`src/rtl/aud_clkdiv_pkg.sv`:
```
package aud_clkdiv_pkg;

    localparam int STATUS_W = 8;

    typedef enum logic {
        VAR_A = 1'b0,
        VAR_B = 1'b1
    } variant_e;

    typedef enum logic {
        PORT_TIMER  = 1'b0,
        PORT_SPEECH = 1'b1
    } port_e;

    typedef struct packed {
        logic cpu;
        logic tone;
        logic tick;
    } enables_t;

    // True when the lowest n bits of v are all ones.
    function automatic logic low_ones(logic [31:0] v, int n);
        logic r;
        r = 1'b1;
        for (int i = 0; i < 32; i++) begin
            if (i < n) r = r & v[i];
        end
        return r;
    endfunction

    function automatic logic [STATUS_W-1:0] pack_status(
        variant_e   vsel,
        port_e      psel,
        logic [3:0] cnt,
        logic       busy
    );
        logic [STATUS_W-1:0] b;
        b = '0;
        unique case ({vsel, psel})
            {VAR_A, PORT_TIMER}:  b[3:0] = cnt;
            {VAR_A, PORT_SPEECH}: b[4]   = busy;
            {VAR_B, PORT_TIMER}:  begin
                b[1:0] = cnt[1:0];
                b[2]   = busy;
            end
            default:              b = '0;
        endcase
        return b;
    endfunction

endpackage

```
`src/rtl/aud_prescaler.sv`:
```
module aud_prescaler
    import aud_clkdiv_pkg::*;
#(
    parameter int CPU_LOG2  = 2,
    parameter int TONE_LOG2 = 3,
    parameter int TICK_LOG2 = 12
) (
    input  logic     clk,
    input  logic     rst,
    output enables_t en
);
    localparam int PRE_W = TICK_LOG2;
    localparam int NTAPS = 3;
    localparam int TAPS [NTAPS] = '{CPU_LOG2, TONE_LOG2, TICK_LOG2};

    logic [PRE_W-1:0] pre;
    logic [NTAPS-1:0] tap_hit;

    always_ff @(posedge clk) begin
        if (rst) pre <= '0;
        else     pre <= pre + 1'b1;
    end

    for (genvar g = 0; g < NTAPS; g++) begin : g_tap
        assign tap_hit[g] = low_ones(32'(pre), TAPS[g]);
    end

    assign en.cpu  = tap_hit[0];
    assign en.tone = tap_hit[1];
    assign en.tick = tap_hit[2];

    p_cpu_single_r2: assert property (@(posedge clk) disable iff (rst)
        en.cpu |=> !en.cpu);
    p_tone_in_cpu_r3: assert property (@(posedge clk) disable iff (rst)
        en.tone |-> en.cpu);
    p_tick_in_tone_r4: assert property (@(posedge clk) disable iff (rst)
        en.tick |-> en.tone);

endmodule

```
`src/rtl/aud_tick_counter.sv`:
```
module aud_tick_counter #(
    parameter int TIMER_W = 4
) (
    input  logic               clk,
    input  logic               rst,
    input  logic               tick,
    output logic [TIMER_W-1:0] count
);
    always_ff @(posedge clk) begin
        if (rst)       count <= '0;
        else if (tick) count <= count + 1'b1;
    end

    p_tick_step_r5: assert property (@(posedge clk) disable iff (rst)
        tick |=> count == $past(count) + 1'b1);
    p_tick_hold_r5: assert property (@(posedge clk) disable iff (rst)
        !tick |=> $stable(count));

endmodule

```
`src/rtl/aud_status_mux.sv`:
```
module aud_status_mux
    import aud_clkdiv_pkg::*;
(
    input  logic                clk,
    input  logic                rst,
    input  logic                variant_b,
    input  logic                port_sel,
    input  logic                rd_strobe,
    input  logic                busy_raw,
    input  logic                fitted,
    input  logic [3:0]          cnt,
    output logic [STATUS_W-1:0] rd_data
);
    logic     busy_eff;
    variant_e vsel;
    port_e    psel;

    assign busy_eff = busy_raw & fitted;
    assign vsel     = variant_e'(variant_b);
    assign psel     = port_e'(port_sel);

    always_comb begin
        rd_data = '0;
        if (rd_strobe) rd_data = pack_status(vsel, psel, cnt, busy_eff);
    end

    p_idle_zero_r10: assert property (@(posedge clk) disable iff (rst)
        !rd_strobe |-> rd_data == '0);
    p_absent_bit2_r8: assert property (@(posedge clk) disable iff (rst)
        (rd_strobe && variant_b && !fitted) |-> !rd_data[2]);
    p_b_speech_zero_r9: assert property (@(posedge clk) disable iff (rst)
        (variant_b && port_sel) |-> rd_data == '0);

endmodule

```
`src/rtl/aud_clkdiv_timer.sv`:
```
module aud_clkdiv_timer
    import aud_clkdiv_pkg::*;
#(
    parameter int CPU_LOG2  = 2,
    parameter int TONE_LOG2 = 3,
    parameter int TICK_LOG2 = 12,
    parameter int TIMER_W   = 4
) (
    input  logic               clk,
    input  logic               rst,
    input  logic               variant_b,
    input  logic               speech_fitted,
    input  logic               speech_busy,
    input  logic               rd_strobe,
    input  logic               port_sel,
    output logic               cpu_en,
    output logic               tone_en,
    output logic               tick_en,
    output logic [TIMER_W-1:0] tick_count,
    output logic [7:0]         rd_data
);
    enables_t en;

    aud_prescaler #(
        .CPU_LOG2 (CPU_LOG2),
        .TONE_LOG2(TONE_LOG2),
        .TICK_LOG2(TICK_LOG2)
    ) u_pre (
        .clk(clk),
        .rst(rst),
        .en (en)
    );

    aud_tick_counter #(.TIMER_W(TIMER_W)) u_tick (
        .clk  (clk),
        .rst  (rst),
        .tick (en.tick),
        .count(tick_count)
    );

    aud_status_mux u_mux (
        .clk      (clk),
        .rst      (rst),
        .variant_b(variant_b),
        .port_sel (port_sel),
        .rd_strobe(rd_strobe),
        .busy_raw (speech_busy),
        .fitted   (speech_fitted),
        .cnt      (tick_count[3:0]),
        .rd_data  (rd_data)
    );

    assign cpu_en  = en.cpu;
    assign tone_en = en.tone;
    assign tick_en = en.tick;

    p_reset_quiet_r1: assert property (@(posedge clk)
        $fell(rst) |-> (tick_count == '0 && !cpu_en && !tone_en && !tick_en));

endmodule

```
`config.mk`:
```
export PLATFORM = sky130hd
export DESIGN_NAME = aud_clkdiv_timer
export DESIGN_NICKNAME = d
export VERILOG_FILES = /design/src/rtl/aud_clkdiv_pkg.sv /design/src/rtl/aud_prescaler.sv /design/src/rtl/aud_tick_counter.sv /design/src/rtl/aud_status_mux.sv /design/src/rtl/aud_clkdiv_timer.sv
export SDC_FILE = /design/constraint.sdc
export NUM_CORES = 1
export LEC_CHECK = 0
export ABC_AREA = 1
export BUFFER_PORTS_ARGS = -buffer_cell sky130_fd_sc_hd__buf_4
export CAP_MARGIN = 25
export CORE_MARGIN = 4
export CORE_UTILIZATION = 54
export DETAILED_ROUTE_END_ITERATION = 7
export GPL_TIMING_DRIVEN = 0
export HOLD_SLACK_MARGIN = 0.06
export PLACE_DENSITY_LB_ADDON = 0.3
export SLEW_MARGIN = 10
export SYNTH_ARGS = -nofsm -noshare
export SYNTH_HDL_FRONTEND = slang
export SYNTH_SLANG_ARGS = --single-unit
```
`constraint.sdc`:
```
create_clock -name clk -period 3.3 [get_ports clk]
set_input_delay 0 -clock clk [delete_from_list [all_inputs] [get_ports clk]]
set_output_delay 0 -clock clk [all_outputs]
set_load 0.1 [all_outputs]
```
==> out/metrics.csv <==
metric,value,unit
slew_violations,0,
setup_ws,1.59,ns
ioPinCount,22,
clk_pin_slew,0.08,ns
drt_iter0_markers,11,
cpMostUsedCell,ha_1,
postCtsSetupRepairBufs,0,
status,completed,
dieArea,0.00226,sq mm
hold_path.class,in2out,
vias,762,
grt_pass1_vias,635,
nets,154,
port_buffers,18,
reg2reg_to,u_tick.count[0],
yosysWarnings,0,
p_clk_share,28.5,%
seq_area,320,sq um
fin_area,0.00104,sq mm
grt_usage,16.1,%
hold_start,variant_b,
hold_end,rd_data[4],
synthArstFlopShare,0,%
fmax,586,MHz
ys_ff_latch,16,
startpoint_type,flip-flop,
final_util,70.1,%
r2r_start,u_pre.pre[0],
swShare,27.4,%
place.gp.congestion,0.764,
p_total,347,uW
cts_buffer_depth,2,
crit_path_max_incr_delay,0.36,ns
finalClockSkew,0.00337,ns
rsz0062_at_grt,no,
period_share,51.7,%
synth_area,843,sq um
synth_edf_count,0,
antenna_cells,0,
ys_seq_area_share,38.0,%
wl_per_cell,10.2,um
multi_input_area,445,sq um
fp.dieW,47.5,um
cts_resized,0,
syn_avg_cell_area,7.15,sq um
drc_errors,0,
fillers,127,
grt-ovfl-total,0,
ant_nets,0,
antenna_found_initial,0,
tns,0,ns
core,0.00149,sq mm
placed_area,0.00101,sq mm
powerDensity,333,mW/mm^2
synth_cell_types,26,
drv_cap,0,
p_sw,95.0,uW
tritoncts,yes,
clkLatencyLatePin,0.28,ns
vdd_drop_max,316,uV
r2r_cells,8,
finalWirelength,1620,um
firstDrtPassIters,4,
syn2layout_area_growth,23.7,%
setup_viol,0,
rows,14,
whs,0.372,ns
synth_cells,118,
grt_pass1_wl,2550,um
instances_no_fill,158,
crit_fanout,5,
critPathSlowestCell,dfxtp_1,
dp_hpwl,1300,um
whs_path_depth,3,
viasPerCell,4.82,
initial_core_util,56.6,%
crit_path_cell_trace,ha_1 -> ha_1 -> nand2_1 -> inv_1 -> nand2_2 -> nor2_8 -> buf_4,
cp.required,3.30,ns
p_leak,0.505,nW
dpl_worst_slack,1.90,ns
cts_buffers,3,
dpl.cell_count,154,
cts_max_level,1,
hold_viol_final,0,
drive_gt1_share,23.9,%
cts.sinks,16,
clockRootBuffer,clkbuf_4,
min_period,1.71,ns
p_int,252,uW
p_seq_share,57.1,%
endpoint_kind,output port,
dieHeight,47.5,um
r2r_slack,1.89,ns
ys.flop_type,dfxtp_1,
crit_arrival,1.71,ns
p_comb_share,14.4,%
crit_type,reg2out,
grt_max_degree,11,
[flip-flops by register name, summed over array words and instances, names as in the netlist]
signal,flops
u_pre.pre,12
u_tick.count,4
[cell type report]
cell class              count  share of cell area [%]
plain buffers               4                    2.52
clock buffers               3                    2.16
inverters                  17                    6.12
multi-input cells          83                    42.7
repair buffers             19                    13.9
well taps                  16                    1.92
flip-flops and latches     16                    30.7
[layout by cell type, fill, tap and decap left out, types with 2 or more instances in the layout]
master	synthesis	routed
nor2_4	3	3
ha_1	3	3
conb_1	1	3
buf_4	3	21
nand4_1	2	2
nor2_1	19	19
dfxtp_1	16	16
clkbuf_4	0	3
nand2_1	25	25
a21oi_1	5	5
nor3_1	3	3
inv_1	16	16
nand2_2	3	3
nand3_1	6	6
[critical path: cells and delay by family (launching register included)]
kind / cells / cell delay [ns]
adder cells (fa/ha/maj): 2 / 0.40
buffers and inverters: 2 / 0.39
flip-flops: 1 / 0.36
AND/OR/NAND/NOR: 3 / 0.27
[kinds of logic after synthesis]
kind of cell | count (synthesis) | synth area share, %
AO/OA/AOI/OAI | 11 | 7.57
XOR/XNOR | 1 | 1.04
adder cells (fa/ha/maj) | 3 | 4.45
buffers and inverters | 21 | 10.7
flip-flops | 16 | 38.0
other | 1 | 0.445
AND/OR/NAND/NOR | 65 | 37.8
[repair_timing]
action / 4_1_cts / 5_1_grt
hold buffers: 1 / 0
endpoints found under the hold margin: 3 / 0
setup endpoints to repair: 0 / 0
[per-layer routing]
| layer | global-route usage, % | vias up | routed length [um] |
|---|---|---|---|
| li1 | - | 414 | - |
| met1 | 18.9 | 328 | 713 |
| met2 | 27.3 | 16 | 811 |
| met3 | 3.38 | 4 | 66 |
| met4 | 8.29 | 0 | 27 |
| met5 | 0 | - | 0 |
[power by group through the flow]
stage / Combinational, mW / Clock (mW) / Sequential [mW]
3_3_place_gp: 0.0481 / 0 / 0.203
6_report: 0.0499 / 0.0990 / 0.198
3_5_place_dp: 0.0491 / 0 / 0.203
4_1_cts: 0.0502 / 0.103 / 0.198
5_1_grt: 0.0535 / 0.111 / 0.199
2_1_floorplan: 0.0384 / 0 / 0.202
[synth_stat cells, types with 2 or more instances]
cell | number | share of area, %
a21oi_1 | 5 | 3.0
inv_1 | 16 | 7.1
nand3_1 | 6 | 3.6
nor2_4 | 3 | 4.0
dfxtp_1 | 16 | 38
nand2_2 | 3 | 2.2
nand4_1 | 2 | 1.5
nor2_1 | 19 | 8.5
nor3_1 | 3 | 1.8
nand2_1 | 25 | 11
buf_4 | 3 | 2.7
ha_1 | 3 | 4.5
[worst max-delay path by stage]
stage / start / end / slack [ns] / cells past startpoint
after global routing: u_pre.pre[0] / tick_en / 1.51 / 7
final: u_pre.pre[0] / tick_en / 1.59 / 7
after floorplan: u_tick.count[3] / rd_data[3] / 0.09 / 2
after detailed placement: u_pre.pre[0] / u_tick.count[0] / 1.90 / 8
after CTS: u_pre.pre[0] / tick_en / 1.57 / 7
after global placement: u_pre.pre[0] / tick_en / 1.93 / 7
Note: power is estimated with default switching activity, not from simulation.
